File: src/rtl/desc_dma_pkg.sv
package desc_dma_pkg;
  localparam int ADDR_W         = 32;
  localparam int DATA_W         = 32;
  localparam int BYTES_PER_WORD = DATA_W / 8;
  localparam int WORD_SHIFT     = $clog2(BYTES_PER_WORD);
  localparam int LEN_WORDS_W    = DATA_W - WORD_SHIFT;
  localparam int MAX_BURST      = 16;
  localparam int BEAT_IDX_W     = $clog2(MAX_BURST);
  localparam int BURST_LEN_W    = $clog2(MAX_BURST + 1);
  localparam int DESC_WORDS     = 4;
  localparam int DESC_IDX_W     = $clog2(DESC_WORDS);

  localparam logic [1:0] REG_PTR  = 2'd0;
  localparam logic [1:0] REG_CMD  = 2'd1;
  localparam logic [1:0] REG_STAT = 2'd2;

  typedef enum logic [2:0] {
    ST_IDLE,
    ST_FETCH,
    ST_LOAD,
    ST_READ_BURST,
    ST_WRITE_BURST,
    ST_DONE
  } chanState_t;

  // strobes from control to datapath
  typedef struct packed {
    logic fetchSel;
    logic fetchInit;
    logic fetchBeat;
    logic loadRegs;
    logic burstBegin;
    logic readBeat;
    logic writeStart;
    logic writeBeat;
  } dpCmd_t;

  // conditions from datapath to control
  typedef struct packed {
    logic fetchLast;
    logic lenZero;
    logic readLast;
    logic writeLast;
    logic noneLeft;
  } dpStat_t;

  function automatic logic [BURST_LEN_W-1:0] beatsOf(input logic [1:0] code);
    case (code)
      2'd0:    beatsOf = BURST_LEN_W'(1);
      2'd1:    beatsOf = BURST_LEN_W'(4);
      2'd2:    beatsOf = BURST_LEN_W'(8);
      default: beatsOf = BURST_LEN_W'(MAX_BURST);
    endcase
  endfunction
endpackage

File: src/rtl/desc_dma_ctrl.sv
module desc_dma_ctrl
  import desc_dma_pkg::*;
(
  input  logic    clk,
  input  logic    rstN,
  input  logic    startReq,
  input  logic    irqClear,
  input  logic    memRdAck,
  input  logic    memWrAck,
  input  dpStat_t dpStat,
  output dpCmd_t  dpCmd,
  output logic    memRdReq,
  output logic    memWrReq,
  output logic    busy,
  output logic    irq
);
  chanState_t state, stateNext;

  always_ff @(posedge clk) begin
    if (!rstN) state <= ST_IDLE;
    else       state <= stateNext;
  end

  always_comb begin
    stateNext = state;
    dpCmd     = '0;
    unique case (state)
      ST_IDLE: begin
        if (startReq) begin
          dpCmd.fetchInit = 1'b1;
          stateNext       = ST_FETCH;
        end
      end
      ST_FETCH: begin
        dpCmd.fetchSel = 1'b1;
        if (memRdAck) begin
          dpCmd.fetchBeat = 1'b1;
          if (dpStat.fetchLast) stateNext = ST_LOAD;
        end
      end
      ST_LOAD: begin
        dpCmd.loadRegs   = 1'b1;
        dpCmd.burstBegin = 1'b1;
        stateNext        = dpStat.lenZero ? ST_DONE : ST_READ_BURST;
      end
      ST_READ_BURST: begin
        if (memRdAck) begin
          dpCmd.readBeat = 1'b1;
          if (dpStat.readLast) begin
            dpCmd.writeStart = 1'b1;
            stateNext        = ST_WRITE_BURST;
          end
        end
      end
      ST_WRITE_BURST: begin
        if (memWrAck) begin
          dpCmd.writeBeat = 1'b1;
          if (dpStat.writeLast) begin
            if (dpStat.noneLeft) begin
              stateNext = ST_DONE;
            end else begin
              dpCmd.burstBegin = 1'b1;
              stateNext        = ST_READ_BURST;
            end
          end
        end
      end
      ST_DONE: begin
        if (irqClear) stateNext = ST_IDLE;
      end
      default: stateNext = ST_IDLE;
    endcase
  end

  assign memRdReq = (state == ST_FETCH) || (state == ST_READ_BURST);
  assign memWrReq = (state == ST_WRITE_BURST);
  assign busy     = (state != ST_IDLE);
  assign irq      = (state == ST_DONE);
endmodule

File: src/rtl/desc_dma_datapath.sv
module desc_dma_datapath
  import desc_dma_pkg::*;
(
  input  logic              clk,
  input  logic              rstN,
  input  logic              ptrWrEn,
  input  logic [ADDR_W-1:0] ptrWrData,
  input  dpCmd_t            dpCmd,
  input  logic [DATA_W-1:0] memRdData,
  output dpStat_t           dpStat,
  output logic [ADDR_W-1:0] descPtr,
  output logic [ADDR_W-1:0] memRdAddr,
  output logic [ADDR_W-1:0] memWrAddr,
  output logic [DATA_W-1:0] memWrData
);
  logic [ADDR_W-1:0]      fetchBase;
  logic [DESC_IDX_W-1:0]  fetchIdx;
  logic [ADDR_W-1:0]      stSrc, stDst;
  logic [LEN_WORDS_W-1:0] stLen;
  logic [1:0]             stCode;
  logic [ADDR_W-1:0]      srcAddr, dstAddr;
  logic [LEN_WORDS_W-1:0] remWords;
  logic [1:0]             burstCode;
  logic [BURST_LEN_W-1:0] burstLen, burstLenNext, beatsSel, beatNext;
  logic [BEAT_IDX_W-1:0]  beatIdx;
  logic [LEN_WORDS_W-1:0] remSel;
  logic [1:0]             codeSel;
  logic [DATA_W-1:0]      burstBuf [MAX_BURST];

  always_ff @(posedge clk) begin
    if (!rstN) descPtr <= '0;
    else if (ptrWrEn) descPtr <= ptrWrData;
  end

  // descriptor fetch into staging registers
  always_ff @(posedge clk) begin
    if (!rstN) begin
      fetchBase <= '0;
      fetchIdx  <= '0;
      stSrc     <= '0;
      stDst     <= '0;
      stLen     <= '0;
      stCode    <= '0;
    end else if (dpCmd.fetchInit) begin
      fetchBase <= descPtr;
      fetchIdx  <= '0;
    end else if (dpCmd.fetchBeat) begin
      case (fetchIdx)
        DESC_IDX_W'(0): stSrc  <= memRdData;
        DESC_IDX_W'(1): stDst  <= memRdData;
        DESC_IDX_W'(2): stLen  <= memRdData[DATA_W-1:WORD_SHIFT];
        default:        stCode <= memRdData[1:0];
      endcase
      fetchIdx <= fetchIdx + DESC_IDX_W'(1);
    end
  end

  // working registers of the copy loop
  always_ff @(posedge clk) begin
    if (!rstN) begin
      srcAddr   <= '0;
      dstAddr   <= '0;
      remWords  <= '0;
      burstCode <= '0;
    end else if (dpCmd.loadRegs) begin
      srcAddr   <= stSrc;
      dstAddr   <= stDst;
      remWords  <= stLen;
      burstCode <= stCode;
    end else begin
      if (dpCmd.readBeat) begin
        srcAddr  <= srcAddr + ADDR_W'(BYTES_PER_WORD);
        remWords <= remWords - LEN_WORDS_W'(1);
      end
      if (dpCmd.writeBeat) dstAddr <= dstAddr + ADDR_W'(BYTES_PER_WORD);
    end
  end

  // burst sizing: shortened when fewer words remain
  assign remSel   = dpCmd.loadRegs ? stLen  : remWords;
  assign codeSel  = dpCmd.loadRegs ? stCode : burstCode;
  assign beatsSel = beatsOf(codeSel);
  assign burstLenNext = (remSel < LEN_WORDS_W'(beatsSel)) ? BURST_LEN_W'(remSel) : beatsSel;

  always_ff @(posedge clk) begin
    if (!rstN) begin
      burstLen <= '0;
      beatIdx  <= '0;
    end else begin
      if (dpCmd.burstBegin) burstLen <= burstLenNext;
      if (dpCmd.burstBegin || dpCmd.writeStart) beatIdx <= '0;
      else if (dpCmd.readBeat || dpCmd.writeBeat) beatIdx <= beatIdx + BEAT_IDX_W'(1);
    end
  end

  always_ff @(posedge clk) begin
    if (dpCmd.readBeat) burstBuf[beatIdx] <= memRdData;
  end

  assign beatNext = BURST_LEN_W'(beatIdx) + BURST_LEN_W'(1);

  assign dpStat.fetchLast = (fetchIdx == DESC_IDX_W'(DESC_WORDS - 1));
  assign dpStat.lenZero   = (stLen == '0);
  assign dpStat.readLast  = (beatNext == burstLen);
  assign dpStat.writeLast = (beatNext == burstLen);
  assign dpStat.noneLeft  = (remWords == '0);

  assign memRdAddr = dpCmd.fetchSel ? fetchBase + (ADDR_W'(fetchIdx) << WORD_SHIFT) : srcAddr;
  assign memWrAddr = dstAddr;
  assign memWrData = burstBuf[beatIdx];
endmodule

File: src/rtl/desc_dma_channel.sv
module desc_dma_channel
  import desc_dma_pkg::*;
(
  input  logic              clk,
  input  logic              rstN,
  input  logic              regWrEn,
  input  logic [1:0]        regAddr,
  input  logic [DATA_W-1:0] regWrData,
  output logic [DATA_W-1:0] regRdData,
  output logic              memRdReq,
  output logic [ADDR_W-1:0] memRdAddr,
  input  logic              memRdAck,
  input  logic [DATA_W-1:0] memRdData,
  output logic              memWrReq,
  output logic [ADDR_W-1:0] memWrAddr,
  output logic [DATA_W-1:0] memWrData,
  input  logic              memWrAck,
  output logic              irq
);
  dpCmd_t            dpCmd;
  dpStat_t           dpStat;
  logic              busy;
  logic              startReq, irqClear, ptrWrEn;
  logic [ADDR_W-1:0] descPtr;

  assign ptrWrEn  = regWrEn && (regAddr == REG_PTR);
  assign startReq = regWrEn && (regAddr == REG_CMD)  && regWrData[0];
  assign irqClear = regWrEn && (regAddr == REG_STAT) && regWrData[1];

  desc_dma_ctrl u_ctrl (
    .clk      (clk),
    .rstN     (rstN),
    .startReq (startReq),
    .irqClear (irqClear),
    .memRdAck (memRdAck),
    .memWrAck (memWrAck),
    .dpStat   (dpStat),
    .dpCmd    (dpCmd),
    .memRdReq (memRdReq),
    .memWrReq (memWrReq),
    .busy     (busy),
    .irq      (irq)
  );

  desc_dma_datapath u_dp (
    .clk       (clk),
    .rstN      (rstN),
    .ptrWrEn   (ptrWrEn),
    .ptrWrData (regWrData),
    .dpCmd     (dpCmd),
    .memRdData (memRdData),
    .dpStat    (dpStat),
    .descPtr   (descPtr),
    .memRdAddr (memRdAddr),
    .memWrAddr (memWrAddr),
    .memWrData (memWrData)
  );

  always_comb begin
    case (regAddr)
      REG_PTR:  regRdData = descPtr;
      REG_STAT: regRdData = DATA_W'({irq, busy});
      default:  regRdData = '0;
    endcase
  end
endmodule

File: config.mk
export PLATFORM = sky130hd
export DESIGN_NAME = desc_dma_channel
export DESIGN_NICKNAME = d
export VERILOG_FILES = /design/src/rtl/desc_dma_pkg.sv /design/src/rtl/desc_dma_ctrl.sv /design/src/rtl/desc_dma_datapath.sv /design/src/rtl/desc_dma_channel.sv
export SDC_FILE = /design/constraint.sdc
export NUM_CORES = 1
export LEC_CHECK = 0
export BUFFER_PORTS_ARGS = -buffer_cell sky130_fd_sc_hd__buf_2
export CAP_MARGIN = 20
export CORE_MARGIN = 2
export CORE_UTILIZATION = 55
export DETAILED_ROUTE_END_ITERATION = 7
export GPL_TIMING_DRIVEN = 0
export PLACE_DENSITY_LB_ADDON = 0.25
export SETUP_SLACK_MARGIN = 0.02
export SKIP_LAST_GASP = 1
export SLEW_MARGIN = 15
export SYNTH_ARGS = -nofsm -noshare
export SYNTH_HDL_FRONTEND = slang
export SYNTH_SLANG_ARGS = --single-unit
File: constraint.sdc
create_clock -name clk -period 3.8 [get_ports clk]
set_clock_uncertainty 0.05 [all_clocks]
set_input_delay 0.19 -clock clk [delete_from_list [all_inputs] [get_ports clk]]
set_output_delay 0.19 -clock clk [all_outputs]
set_load 0.02 [all_outputs]
==> results.yml, run 1 <==
status:
  outcome: "complete, no violations"
hold_path:
  timing.hold.worst.class: "in2reg"
  number_of_cells_on_the_worst_hold_path: 3
  startpoint_of_the_tightest_hold_check_path: "memRdData[5]"
  hold_end: "u_dp.stLen[3]$_SDFFE_PN0P_"
clock_network:
  clk_pin_slew_worst_paths_ns: 0.06
  clkSinkCount: 786
  cts_made_buffers: 79
  cts.htree.levels: 3
  clkLatencyLatePin_ns: 0.64
  clock_tree.buffer_depth: 3
  ctsRootBufferMaster: "sky130_fd_sc_hd__clkbuf_16"
  tritoncts: "yes"
cells_and_area:
  utilization_pct: 66.45
  drive_above_1_share_pct: 19.73
  layout.nets: 2973
  final_cell_count_no_fill: 3711
  layout-area-overhead-vs-synth_pct: 18.84
synth:
  netlist_area_sq_mm: 0.03238
  largest_family_of_logic_cells_by_synthesized_area: "simple AND/OR/NAND/NOR gates"
  synth-seq-cells: 786
  ys_top_cells_by_area: "sky130_fd_sc_hd__edfxtp_1 47%, sky130_fd_sc_hd__dfxtp_1 17%, sky130_fd_sc_hd__mux4_2 11%, sky130_fd_sc_hd__nand2_1 5.1%, sky130_fd_sc_hd__a21oi_1 4.3%"
  syn_area_per_cell_sq_um: 12.95
  netlist.area_leader.share_pct: 47.48
  synth_compound_area_share_pct: 8.276
  synth_adder_area_share_pct: 0.7187
  synth_simple_gate_area_share_pct: 11.74
  synth.distinct_cells: 69
  dominantRegCellSynth: "sky130_fd_sc_hd__edfxtp_1"
  synth_seq_area_share_pct: 64.42
  synthArstFlopShare_pct: 0
  syn_inst: 2500
  synth-xor-area-share_pct: 1.163
  synth-edff-count: 512
  synth.yosys.warnings: 0
  postSynthNetCount: 2589
  yosys-mux-area-fraction_pct: 11.56
  synth_top_area_cell: "sky130_fd_sc_hd__edfxtp_1"
timing:
  rsz_0062_raised_after_global_routing: "true"
  worst-slew-pin-transition_ns: 1.073
  setup_viol: 0
  timing.max_slew.rel_slack_pct: 28.44
  final_period_minus_worst_setup_slack_ns: 3.714
  timing.final.ws_setup_ns: 0.08567
  final_hold_violation_count: 0
  slew_viol_final: 0
  max_freq_mhz: 269.2
  worst_hold_slack_ns: 0.03257
  layout_worst_path_cycle_share_pct: 97.75
critical_path:
  setup.worst_path.class: "reg2reg"
  worst_setup_path_start_kind: "flip-flop"
  r2r-end: "u_dp.burstBuf[3][9]$_DFFE_PP_"
  worst_setup_path_end_kind: "flip-flop"
  r2r.worst_path.cells: 7
  cp-startpoint: "u_ctrl.state[1]$_SDFFE_PN0P_"
  timing.critical_path.required_ns: 4.08
  critical_path_arrival_ns: 4.00
  setup_slack_of_the_worst_register_to_register_path_ns: 0.09
  critical_path.max_fanout: 10
  crit-reg2reg-launch: "u_ctrl.state[1]$_SDFFE_PN0P_"
detailed_routing:
  routedWlPerCell_microns: 26.70
  wl_microns: 99090
  via_per_inst: 6.307
  drt_iter0_markers: 2872
  ant_nets: 0
  detail_route.first_pass.iterations: 8
  remaining_drc_errors: 0
  detailroute.via_count: 23400
placed_design:
  finalWeightedCongestion: 0.9608
  preCtsSetupSlack_ns: 0.1347
  dp.cells: 3499
  dpl.hpwl_microns: 66160
  port_buffers: 200
floorplan:
  die_h_microns: 246.6
  num_rows: 88
  floorplan.core_area_sq_mm: 0.05792
  die_area_sq_mm: 0.06083
  die_w_microns: 246.6
  num_io_pins: 202
  floorplan.initialDensity_pct: 55.91
power_and_ir_drop:
  cell_internal_pwr_mw: 14.78
  p_sw_share_pct: 28.02
  p_leak_nw: 12.58
  combinational_cell_fraction_of_total_power_pct: 16.7
  power.share.clock_pct: 37.8
  cellPowerDensity_mw_per_mm2: 533.6
  ir_drop_mv: 0.3915
  p_switching_mw: 5.754
  seq_power_share_pct: 45.5
global_routing:
  grt_max_degree: 20
  global_route.overflow_total: 0
  grt_util_all_layers_pct: 32.64
  grt_antenna_before_repair: 4
  grt_first_pass_wirelength_microns: 144400
  vias_in_the_first_global_route: 23280
flow_run:
  max_cap_viol_count: 0
critical path: stages (launching register included):
cell and delay, ns:
sky130_fd_sc_hd__dfxtp_1 0.46, sky130_fd_sc_hd__and4b_1 0.31, sky130_fd_sc_hd__clkbuf_1 0.64, sky130_fd_sc_hd__buf_1 0.54, sky130_fd_sc_hd__nand2_1 0.38, sky130_fd_sc_hd__nor3_4 0.63, sky130_fd_sc_hd__buf_8 0.24, sky130_fd_sc_hd__buf_8 0.17
kinds of logic (layout without fill, tap and decap cells):
family,Yosys count,count (layout)
AND/OR/NAND/NOR,839,839
flip-flops,786,786
AO/OA/AOI/OAI,460,460
buffers and inverters,181,626
multiplexers,173,173
XOR/XNOR,43,43
adder cells (fa/ha/maj),18,18
other,0,1
Yosys cell counts, types with 30 or more instances:
master,instances
sky130_fd_sc_hd__nor3_1,50
sky130_fd_sc_hd__clkbuf_1,120
sky130_fd_sc_hd__a21oi_1,276
sky130_fd_sc_hd__dfxtp_1,274
sky130_fd_sc_hd__mux4_2,160
sky130_fd_sc_hd__nand3_1,51
sky130_fd_sc_hd__and2_1,39
sky130_fd_sc_hd__edfxtp_1,512
sky130_fd_sc_hd__o21ai_0,46
sky130_fd_sc_hd__nor2_1,129
sky130_fd_sc_hd__a31oi_1,30
sky130_fd_sc_hd__nand2_1,439
layer usage:
metal / vias to the layer above / wire length, microns / part of all wire, % / global-route usage (%)
li1: 10160 / - / - / -
met1: 11640 / 36860 / 37 / 41.34
met2: 1316 / 49040 / 49 / 55.33
met3: 281 / 8577 / 8.7 / 5.741
met4: 2 / 4578 / 4.6 / 14.25
met5: - / 39 / 0.039 / 0
power groups by stage:
stage               Sequential (mW)  Clock (mW)  Combinational, mW
finish                         9.35        7.76               3.43
global route                   9.36        8.15               3.61
CTS                            9.35        7.83               3.37
detailed placement             9.53           0               3.28
global placement               9.52           0               3.20
floorplan                      9.49           0               2.08
stage by stage:
step | area (sq um) | setup TNS (ns) | total power [mW]
2_1_floorplan | 32400 | -22.66 | 11.57
3_3_place_gp | 34360 | -900.53 | 12.72
3_5_place_dp | 35090 | 0 | 12.80
4_1_cts | 38390 | -0.07414 | 20.55
5_1_grt | 38480 | 0 | 21.12
6_report | 38480 | 0 | 20.54
sequential cells by signal (all words and copies together) (netlist names), named ones only:
register,cells
u_dp.burstBuf,512
u_dp.descPtr,32
u_dp.fetchBase,32
u_dp.memWrAddr,32
u_dp.srcAddr,32
u_dp.stDst,32
u_dp.stSrc,32
u_dp.remWords,30
u_dp.stLen,30
u_dp.burstLen,5
u_dp.beatIdx,4
u_ctrl.state,3
u_dp.burstCode,2
u_dp.fetchIdx,2
u_dp.stCode,2
how the worst max path moves through the flow:
| stage | to | slack (ns) |
|---|---|---|
| floorplan | u_dp.burstBuf[5][0]$_DFFE_PP_ | -0.35 |
| global placement | u_dp.burstBuf[13][28]$_DFFE_PP_ | -3.56 |
| detailed placement | u_dp.burstBuf[0][9]$_DFFE_PP_ | 0.13 |
| CTS | memRdAddr[28] | -0.07 |
| global route | memRdAddr[28] | 0.01 |
| finish | u_dp.burstBuf[3][9]$_DFFE_PP_ | 0.09 |
cell type report:
class | count | area [sq um]
inverter | 28 | 105.1
fill | 4166 | 19430
tap | 765 | 957.2
timing repair buffer | 303 | 2301
clock buffer | 105 | 2216
buffer | 153 | 678.2
antenna | 1 | 2.502
sequential | 786 | 20860
multi-input combinational | 1533 | 10990
clock inverter | 37 | 375.4
what timing repair did:
item	4_1_cts	5_1_grt
pin swaps	0	5
endpoints found under the hold margin	395	0
setup buffers	0	8
resized for setup	28	7
hold buffers	60	0
setup endpoints to repair	38	46
layout by cell type (no fill, tap or decap), drive strengths merged, types with 8 or more instances in the layout:
| cell | synthesis | routed |
|---|---|---|
| nand3 | 52 | 52 |
| ha | 17 | 17 |
| a211oi | 8 | 8 |
| buf | 33 | 263 |
| clkbuf | 120 | 225 |
| clkinv | 0 | 28 |
| nand4 | 24 | 24 |
| clkdlybuf4s15 | 0 | 11 |
| xnor2 | 21 | 21 |
| inv | 28 | 32 |
| dfxtp | 274 | 274 |
| nor4 | 31 | 31 |
| nand2 | 440 | 440 |
| a31oi | 30 | 30 |
| a21oi | 276 | 276 |
| o211ai | 16 | 16 |
| nor3 | 51 | 51 |
| or4 | 9 | 9 |
| or3 | 11 | 11 |
| dlygate4sd3 | 0 | 60 |
| a22oi | 9 | 9 |
| nor2 | 129 | 129 |
| o21a | 10 | 10 |
| edfxtp | 512 | 512 |
| o21ai | 49 | 49 |
| and3 | 18 | 18 |
| mux4 | 160 | 160 |
| xor2 | 22 | 22 |
| and2 | 39 | 39 |
| nand2b | 10 | 10 |
| a221oi | 14 | 14 |
No activity file was read; power rests on OpenSTA's default activity.
==> inputs of run 2 (changes only) <==
CORE_UTILIZATION = 45   (was 55)
==> results.yml, run 2 (synthesis results as in run 1) <==
status:
  outcome: "complete, no violations"
timing:
  layout_worst_path_cycle_share_pct: 99.86
  slew_viol_final: 0
  setup_viol: 0
  final_hold_violation_count: 0
  worst_hold_slack_ns: 0.01964
  timing.max_slew.rel_slack_pct: 20.48
  worst-slew-pin-transition_ns: 1.193
  rsz_0062_raised_after_global_routing: "true"
  final_period_minus_worst_setup_slack_ns: 3.795
  max_freq_mhz: 263.5
power_and_ir_drop:
  p_leak_nw: 12.64
  ir_drop_mv: 0.3619
  p_sw_share_pct: 27.77
  cellPowerDensity_mw_per_mm2: 536.9
  power.share.clock_pct: 39.0
  p_switching_mw: 5.800
  seq_power_share_pct: 44.8
  combinational_cell_fraction_of_total_power_pct: 16.3
  cell_internal_pwr_mw: 15.08
floorplan:
  floorplan.initialDensity_pct: 45.38
  floorplan.core_area_sq_mm: 0.07136
  die_w_microns: 272.3
  num_rows: 98
  num_io_pins: 202
  die_h_microns: 272.3
  die_area_sq_mm: 0.07412
global_routing:
  grt_max_degree: 21
  vias_in_the_first_global_route: 22590
  grt_first_pass_wirelength_microns: 143500
  grt_util_all_layers_pct: 26.15
  grt_antenna_before_repair: 3
  global_route.overflow_total: 0
cells_and_area:
  most-common-layout-cells: "512 x sky130_fd_sc_hd__edfxtp_1, 439 x sky130_fd_sc_hd__nand2_1, 276 x sky130_fd_sc_hd__a21oi_1, 274 x sky130_fd_sc_hd__dfxtp_1, 205 x sky130_fd_sc_hd__buf_2"
  largest_reg_flops: 512
  layout.nets: 2975
  regMostFlops: "u_dp.burstBuf"
  layout-area-overhead-vs-synth_pct: 20.12
  layout.cells.most_common: "sky130_fd_sc_hd__edfxtp_1"
  design_area_sq_mm: 0.03890
  drive_above_1_share_pct: 19.68
placed_design:
  placement.cell_area_sq_mm: 0.03534
  port_buffers: 200
  dpl.hpwl_microns: 66340
  finalWeightedCongestion: 0.9396
clock_network:
  tritoncts: "yes"
  cts.htree.levels: 3
  clk_pin_slew_worst_paths_ns: 0.06
  cts_made_buffers: 81
  clkLatencyLatePin_ns: 0.65
  clkSinkCount: 786
  clock_tree.buffer_depth: 3
  ctsRootBufferMaster: "sky130_fd_sc_hd__clkbuf_16"
flow_run:
  max_cap_viol_count: 0
detailed_routing:
  routedWlPerCell_microns: 25.17
  remaining_drc_errors: 0
  via_per_inst: 5.901
  wl_microns: 98240
  ant_nets: 0
  detailroute.via_count: 23030
  drt_iter0_markers: 2558
  detail_route.first_pass.iterations: 6
hold_path:
  timing.hold.worst.class: "in2reg"
  number_of_cells_on_the_worst_hold_path: 4
critical_path:
  critical_path.max_fanout: 10
  critical_path_arrival_ns: 4.08
  r2r.worst_path.cells: 7
  worst_setup_path_end_kind: "flip-flop"
  setup.worst_path.class: "reg2reg"
  worst_setup_path_start_kind: "flip-flop"
  timing.critical_path.required_ns: 4.08
## run 2: final cells by class
class	instances	area, sq um
sequential	786	20860
multi-input combinational	1533	11000
inverter	28	105.1
buffer	153	679.4
clock buffer	111	2231
clock inverter	38	495.5
timing repair buffer	303	2332
tap	950	1189
fill	5849	32470
antenna	1	2.502
## run 2: path summary, 6_finish.rpt
| path | startpoint | end | slack [ns] |
|---|---|---|---|
| setup reg to reg | u_ctrl.state[1]$_SDFFE_PN0P_ | u_dp.burstBuf[13][14]$_DFFE_PP_ | 0.005 |
| hold / removal | regWrEn | u_dp.descPtr[31]$_SDFFE_PN0P_ | 0.02 |
| hold reg to reg | u_dp.stSrc[29]$_SDFFE_PN0P_ | u_dp.stSrc[29]$_SDFFE_PN0P_ | 0.40 |
| setup / recovery | u_ctrl.state[1]$_SDFFE_PN0P_ | u_dp.burstBuf[13][14]$_DFFE_PP_ | 0.005 |
## run 2: worst max-delay path, stage by stage, from the launching register on
cell and delay [ns]:
sky130_fd_sc_hd__dfxtp_1 0.47, sky130_fd_sc_hd__clkbuf_1 0.39, sky130_fd_sc_hd__nand3_1 0.36, sky130_fd_sc_hd__clkbuf_1 0.37
sky130_fd_sc_hd__buf_1 0.54, sky130_fd_sc_hd__nor3_2 0.82, sky130_fd_sc_hd__buf_6 0.24, sky130_fd_sc_hd__buf_4 0.21
## run 2: power groups by stage
stage                     combinational [mW]  clock (mW)  sequential [mW]
after floorplan                         2.08           0             9.49
after CTS                               3.37        8.24             9.34
after detailed placement                3.28           0             9.52
final                                   3.40        8.13             9.35
after global routing                    3.61        8.58             9.36
after global placement                  3.24           0             9.52
## run 2: what timing repair did
action	4_1_cts	5_1_grt
setup buffers	0	7
setup endpoints to repair	45	100
gates resized for setup	28	7
hold endpoints to repair	354	0
hold buffers	61	0
pin swaps	0	4
## run 2: through the flow
step / worst slack (ns) / setup TNS [ns] / instances / total power [mW] / util [%]
after floorplan: -0.3541 / -22.66 / 2500 / 11.57 / -
after global placement: -3.537 / -994.01 / 3650 / 12.76 / 48.47
after detailed placement: 0.07659 / 0 / 3683 / 12.80 / 49.52
after CTS: 0.02104 / 0 / 3893 / 20.94 / 54.35
after global routing: -0.1155 / -0.1155 / 3902 / 21.55 / 54.50
final: 0.005321 / 0 / 3903 / 20.88 / 54.50
## run 2: per-layer routing
metal | vias up | global-route usage, % | wire length (microns)
met3 | 222 | 4.373 | 7994
met5 | - | 0 | 0
met4 | 0 | 10.87 | 4143
li1 | 10190 | - | -
met2 | 1097 | 43.98 | 47600
met1 | 11520 | 33.70 | 38500
